## config.mk

```make
export PLATFORM = sky130hd
export DESIGN_NAME = txrx_conv_if
export DESIGN_NICKNAME = d
export VERILOG_FILES = /design/src/rtl/conv_if_pkg.sv /design/src/rtl/conv_mode_decode.sv /design/src/rtl/conv_wake_timer.sv /design/src/rtl/conv_dac_path.sv /design/src/rtl/conv_adc_path.sv /design/src/rtl/txrx_conv_if.sv
export SDC_FILE = /design/constraint.sdc
export NUM_CORES = 1
export LEC_CHECK = 0
export ABC_AREA = 0
export BUFFER_PORTS_ARGS = -buffer_cell sky130_fd_sc_hd__buf_2
export CAP_MARGIN = 20
export CORE_MARGIN = 2
export CORE_UTILIZATION = 28
export CTS_CLUSTER_SIZE = 8
export DETAILED_ROUTE_END_ITERATION = 6
export GPL_ROUTABILITY_DRIVEN = 1
export PLACE_DENSITY_LB_ADDON = 0.12
export SYNTH_ARGS = -nofsm -noshare
export SYNTH_HDL_FRONTEND = slang
export SYNTH_SLANG_ARGS = --single-unit
```

## constraint.sdc

```tcl
create_clock -name clk -period 3.05 [get_ports clk]
set_input_delay 0.61 -clock clk [delete_from_list [all_inputs] [get_ports clk]]
set_output_delay 0.61 -clock clk [all_outputs]
set_load 0.01 [all_outputs]
```

## src/rtl/conv_if_pkg.sv

```systemverilog
// Shared types for the converter interface.
package conv_if_pkg;
    typedef enum logic [1:0] {
        MODE_SHDN = 2'd0,
        MODE_TX   = 2'd1,
        MODE_RX   = 2'd2
    } conv_mode_e;
endpackage

```

## src/rtl/conv_mode_decode.sv

```systemverilog
// Turns the two enable pins into an operating mode.
// Assumes the enables are already synchronous to clk. Equal levels of
// either polarity select shutdown.
module conv_mode_decode
    import conv_if_pkg::*;
(
    input  logic       en_rx,
    input  logic       en_tx,
    output conv_mode_e mode
);
    // Decode table: a single asserted enable picks its path.
    always_comb begin
        case ({en_rx, en_tx})
            2'b01:   mode = MODE_TX;
            2'b10:   mode = MODE_RX;
            default: mode = MODE_SHDN;
        endcase
    end
endmodule

```

## src/rtl/conv_wake_timer.sv

```systemverilog
// Wake-up delay. The counter is loaded while the block is in shutdown
// and counts down in either active mode. ready is high once the count
// reaches zero and the mode is active.
// Assumes WAKE_CYCLES >= 1.
module conv_wake_timer
    import conv_if_pkg::*;
#(
    parameter int WAKE_CYCLES = 120
) (
    input  logic       clk,
    input  logic       rst_n,
    input  conv_mode_e mode,
    output logic       ready
);
    localparam int CW = $clog2(WAKE_CYCLES + 1);
    localparam logic [CW-1:0] LOAD = CW'(WAKE_CYCLES);

    logic [CW-1:0] cnt_q;
    logic          active;

    assign active = (mode != MODE_SHDN);

    // Reload in shutdown and count down while active. A switch between
    // transmit and receive leaves the count as it is.
    always_ff @(posedge clk) begin
        if (!rst_n)
            cnt_q <= LOAD;
        else if (!active)
            cnt_q <= LOAD;
        else if (cnt_q != '0)
            cnt_q <= cnt_q - 1'b1;
    end

    // The active path is live once the delay has run out.
    assign ready = active && (cnt_q == '0);

    AST_WAKE_RESTART: assert property (@(posedge clk) disable iff (!rst_n)
        (mode == MODE_SHDN) |=> !ready);
    AST_CNT_BOUND: assert property (@(posedge clk) disable iff (!rst_n)
        cnt_q <= LOAD);
    AST_READY_KEEP: assert property (@(posedge clk) disable iff (!rst_n)
        (ready && active) |=> (ready || (mode == MODE_SHDN)));
endmodule

```

## src/rtl/conv_dac_path.sv

```systemverilog
// Transmit data path. The input stage captures on the falling edge. The
// code register takes that value on the next rising edge. Both stages
// move only while upd_en is high; otherwise they keep their values.
module conv_dac_path #(
    parameter int W = 7
) (
    input  logic         clk,
    input  logic         rst_n,
    input  logic         upd_en,
    input  logic [W-1:0] din,
    output logic [W-1:0] code
);
    logic [W-1:0] in_q;
    logic [W-1:0] code_q;

    // Falling-edge input stage.
    always_ff @(negedge clk) begin
        if (!rst_n)
            in_q <= '0;
        else if (upd_en)
            in_q <= din;
    end

    // Rising-edge transfer to the code that drives the converter.
    always_ff @(posedge clk) begin
        if (!rst_n)
            code_q <= '0;
        else if (upd_en)
            code_q <= in_q;
    end

    assign code = code_q;

    AST_DAC_HOLD: assert property (@(posedge clk) disable iff (!rst_n)
        !upd_en |=> $stable(code_q));
endmodule

```

## src/rtl/conv_adc_path.sv

```systemverilog
// Receive data path. The sample stage captures on the falling edge and
// the output register updates on the rising edge. While force_low is
// high the bus reads zero; the register underneath keeps its value.
module conv_adc_path #(
    parameter int W = 5
) (
    input  logic         clk,
    input  logic         rst_n,
    input  logic         upd_en,
    input  logic         force_low,
    input  logic [W-1:0] sample,
    output logic [W-1:0] dout
);
    logic [W-1:0] samp_q;
    logic [W-1:0] hold_q;

    // Falling-edge sample stage.
    always_ff @(negedge clk) begin
        if (!rst_n)
            samp_q <= '0;
        else if (upd_en)
            samp_q <= sample;
    end

    // Rising-edge output register.
    always_ff @(posedge clk) begin
        if (!rst_n)
            hold_q <= '0;
        else if (upd_en)
            hold_q <= samp_q;
    end

    // Keep the bus low in shutdown.
    assign dout = force_low ? '0 : hold_q;

    AST_ADC_HOLD: assert property (@(posedge clk) disable iff (!rst_n)
        !upd_en |=> $stable(hold_q));
endmodule

```

## src/rtl/txrx_conv_if.sv

```systemverilog
// Top level of the converter digital interface: mode decode, wake-up
// timer, and the transmit and receive paths. Assumes one free-running
// clock. WAKE_CYCLES is the wake-up time in clock cycles.
module txrx_conv_if
    import conv_if_pkg::*;
#(
    parameter int DAC_W       = 7,
    parameter int ADC_W       = 5,
    parameter int WAKE_CYCLES = 120
) (
    input  logic             clk,
    input  logic             rst_n,
    input  logic             en_rx,
    input  logic             en_tx,
    input  logic [DAC_W-1:0] dac_din,
    input  logic [ADC_W-1:0] adc_sample,
    output logic [DAC_W-1:0] dac_code,
    output logic [ADC_W-1:0] adc_dout,
    output logic             path_ready
);
    conv_mode_e mode;
    logic       ready;
    logic       tx_upd;
    logic       rx_upd;

    conv_mode_decode i_decode (
        .en_rx (en_rx),
        .en_tx (en_tx),
        .mode  (mode)
    );

    conv_wake_timer #(.WAKE_CYCLES(WAKE_CYCLES)) i_wake (
        .clk   (clk),
        .rst_n (rst_n),
        .mode  (mode),
        .ready (ready)
    );

    // A path moves only in its own mode and after wake-up.
    assign tx_upd = ready && (mode == MODE_TX);
    assign rx_upd = ready && (mode == MODE_RX);

    conv_dac_path #(.W(DAC_W)) i_dac (
        .clk    (clk),
        .rst_n  (rst_n),
        .upd_en (tx_upd),
        .din    (dac_din),
        .code   (dac_code)
    );

    conv_adc_path #(.W(ADC_W)) i_adc (
        .clk       (clk),
        .rst_n     (rst_n),
        .upd_en    (rx_upd),
        .force_low (mode == MODE_SHDN),
        .sample    (adc_sample),
        .dout      (adc_dout)
    );

    assign path_ready = ready;

    AST_SHDN_LOW: assert property (@(posedge clk) disable iff (!rst_n)
        (mode == MODE_SHDN) |-> (adc_dout == '0));
    AST_PATHS_EXCLUSIVE: assert property (@(posedge clk) disable iff (!rst_n)
        !(tx_upd && rx_upd));
endmodule

```

### After elaboration in Yosys (flattened, before gate mapping)

Cells that the tools add are included.

* word-level logic and storage cells: 20
* input bits: 16
* register bits: 31

* add/sub/neg operators: 1
* muxes and demuxes: 2
* reduce and logical (&&, ||, !) cells: 8
* equal/unequal tests: 4

Operators by type and width (number)
* 7-bit zero test: 1
* 7-bit nonzero test: 1
* 7-bit by 1-bit subtractor with 7-bit output, second input constant: 1
* 5-bit 2-to-1 mux: 1
* 2-bit by 1-bit == test with 1-bit output, second input constant: 2
* 2-bit == test, second input constant: 2
* 2-bit one-hot mux with 2 select lines: 1
* 1-bit logical AND: 3
* 2-bit zero test: 1
* 2-bit AND reduction: 1
* 2-bit nonzero test: 1

### Longest topological paths before layout

* word-level depth: 5
* depth in mapped cells: 6
* depth with buffers taken out: 5

### By module

From an unflattened synthesis, not the netlist that was laid out.

* cells, all modules: 127
* area total of the unflattened synthesis: 1352.5 um^2

By module, submodules not included
* conv_dac_path: area an instance 546.8 um^2, instances 1, cells each 46, seq. area each 280.3 um^2
* conv_adc_path: area an instance 409.1 um^2, instances 1, cells each 37, seq. area each 200.2 um^2
* conv_wake_timer: area an instance 360.3 um^2, instances 1, cells each 39, seq. area each 140.1 um^2
* txrx_conv_if: area an instance 21.3 um^2, instances 1, cells each 3, seq. area each 0.0 um^2
* conv_mode_decode: area an instance 15.0 um^2, instances 1, cells each 2, seq. area each 0.0 um^2

==> impl_metrics.toml <==
[route]
drc = 0
via_count = 1114
drt-initial-drc-count = 16
totalWireLength_mm = 2.619
detail-route-antenna-nets = 0
first_pass_iters = 2
routedWlPerCell_um = 10.52
viasPerCell = 4.474

[synthesis]
netlist_area_um2 = 1355
synth-seq-cells = 31
synth_nets = 162
yosys_warnings = 0
synthTopCellsByArea = "dfxtp_1 (46%), mux2i_1 (18%), nand2_1 (11%)"
yosys.area.top_type = "dfxtp_1"
async_reset_ff_frac = 0
syn_inst = 142
synth-edff-count = 0
yosysTopAreaCellShare = 0.4580
ys_types = 26
seq_area_frac_synth = 0.4580
synthFlopType = "dfxtp_1"
syn_avg_cell_area_um2 = 9.543

[global_route]
grt_max_degree = 39
grt_pass1_vias = 1038
antenna_found_initial = 0
grt_usage = 0.1086
overflow = 0
grt_pass1_wl_mm = 4.457

[cells_and_area]
final_util = 0.3835
seqCellArea_um2 = 620.6
nets = 214
design_area_um2 = 1799
final_cells = 249
final_cell_mix = "nand2_1 (38), dfxtp_1 (31), buf_2 (28)"
area_delta_synth_final_pct = 32.78
n_antenna_cell = 0
drive_gt1_frac = 0.2769
n_fill_cell = 498
multi_input_area_um2 = 699.4
final_common_cell = "nand2_1"

[cts]
cts_buffers = 5
cts.sinks = 31
cts_root_buf = "clkbuf_8"
htreeDepth = 2
cts.clk_slew.worst_paths_ns = 0.07
clkLatencyLatePin_ns = 0.34
cts_tree = "yes"
clockBufferDepth = 2
hold_buffers = 0

[worst_setup_path]
crit_required_ns = 1.74
reg2reg_depth = 6
start_kind = "flip-flop"
endpoint_kind = "flip-flop"
slowest_delay_ns = 0.31
crit_type = "reg2reg"
cp_cell_sequence = "inv_1 -> ha_1 -> nor2b_2 -> nand4b_1 -> buf_4 -> mux2i_1"
slowest_stage = "dfxtp_1"
r2r_setup_slack_ns = 0.12
path_depth = 6
critPathArrivalTime_ns = 1.62
cpLargestDelayFamily = "simple AND/OR/NAND/NOR gates"
timing.rr.start = "i_wake.cnt_q[1]$_SDFFE_PN0P_"
r2r_end = "i_adc.samp_q[2]$_SDFFE_NN0P_"
path_buf_inv = 2
crit_fanout = 9

[floorplanning]
core_area_um2 = 4692
start_util = 0.2888
row_count = 25
num_io_pins = 29
die_y_um = 73.57
die_area_um2 = 5412
dieWidth_um = 73.57

[run]
maxCapViolations = 0

[placed_design]
dp_hpwl_mm = 1.972
io_buffer_count = 28
dp_cells = 230
gp_congestion = 0.7469
place_area_um2 = 1659

[power_and_ir_drop]
power_density_nw_per_um2 = 495.0
power_uw = 890.6
ir_drop_mv = 0.1995
p_leak_uw = 0.0009596

[sta]
setup_viol = 0
rsz0062_at_grt = "no"
finClkSkew_ns = 0.06522
slew_violations = 0
worst_slew_pin_slew_ns = 0.2623
hold_viol = 0
slew_headroom = 0.8227
fin_tns_setup_ns = 0

[min_path]
min_from = "i_dac.code[4]$_SDFFE_PN0P_"
min_path_cells = 2
min_to = "i_dac.code[4]$_SDFFE_PN0P_"
holdCritPathClass = "reg2reg"

[run_status]
outcome = "finished, final reports clean"
[state kept, by name, summed over array words and instances, names as in the netlist]
name,cells
i_dac.code,7
i_wake.cnt_q,7
i_adc.samp_q,5
i_adc.hold_q,5
i_dac.in_q,7
[cell type report]
cell class                 instances  area share
inverter                           4    0.008345
multi-input combinational        100      0.3887
tap                               54     0.03755
clock inverter                    14     0.03268
timing repair buffer              40      0.1419
sequential                        31      0.3449
clock buffer                       6     0.04590
[cells in the mapped netlist (all sizes together), types with 2 or more instances]
cell type / n
buf: 2
inv: 5
nor2: 2
nand2: 38
clkbuf: 4
xnor2: 3
nand2b: 2
mux2i: 24
dfxtp: 31
nor3: 5
or4: 2
ha: 4
nor2b: 7
nand4b: 2
o21ai: 3
[repair_timing]
item                       in CTS  in global routing
gates resized for setup         1                  0
setup endpoints to repair       5                  0
setup buffers                   0                  0
[worst reg2reg max path, delay by kind of cell, from the launching register on]
kind	cells	cell delay [ns]
fa+ha+maj	1	0.20
buf+inv	2	0.29
flops	1	0.31
mux	1	0.13
simple gates	2	0.42
[worst max path at each step]
stage                                       startpoint                      endpoint  slack, ns
final                     i_wake.cnt_q[1]$_SDFFE_PN0P_  i_adc.samp_q[2]$_SDFFE_NN0P_       0.12
after global routing      i_wake.cnt_q[1]$_SDFFE_PN0P_  i_adc.samp_q[2]$_SDFFE_NN0P_       0.03
after CTS                 i_wake.cnt_q[1]$_SDFFE_PN0P_  i_adc.samp_q[2]$_SDFFE_NN0P_       0.12
after detailed placement                         en_tx  i_adc.samp_q[2]$_SDFFE_NN0P_      -0.06
after global placement                           en_tx  i_adc.samp_q[2]$_SDFFE_NN0P_      -0.05
after floorplan                                  en_rx    i_dac.in_q[4]$_SDFFE_NN0P_       0.01
[layer usage]
layer | vias to the layer above | global-route usage | part of all wire
met5 | - | 0 | 0
met4 | 0 | 0.04848 | 0.016
met3 | 4 | 0.04801 | 0.050
met2 | 17 | 0.1786 | 0.50
met1 | 513 | 0.1204 | 0.44
li1 | 580 | - | -
[report_power, final]
part           leakage, µW  switching, µW  internal [µW]
sequential        0.000251           8.26            413
clock             0.000116            193            205
combinational     0.000594           34.8           37.5
[stage by stage]
| stage | hold WS [ns] | setup slack, ns |
|---|---|---|
| 2_1_floorplan | 0.4336 | 0.01320 |
| 3_3_place_gp | 0.4438 | -0.04716 |
| 3_5_place_dp | 0.4527 | -0.06112 |
| 4_1_cts | 0.4635 | 0.1158 |
| 5_1_grt | 0.4816 | 0.02635 |
| 6_report | 0.4561 | 0.1225 |
[logic make-up (layout without fill, tap and decap cells)]
| kind of cell | after synthesis | count (layout) | synth area share |
|---|---|---|---|
| AND/OR/NAND/NOR | 63 | 63 | 0.2447 |
| flip-flops | 31 | 31 | 0.4580 |
| multiplexers | 24 | 24 | 0.1773 |
| buffers and inverters | 11 | 64 | 0.03693 |
| AO/OA/AOI/OAI | 6 | 6 | 0.02677 |
| adder cells (fa/ha/maj) | 4 | 4 | 0.03694 |
| XOR/XNOR | 3 | 3 | 0.01939 |
(Power assumes the default switching activity.)
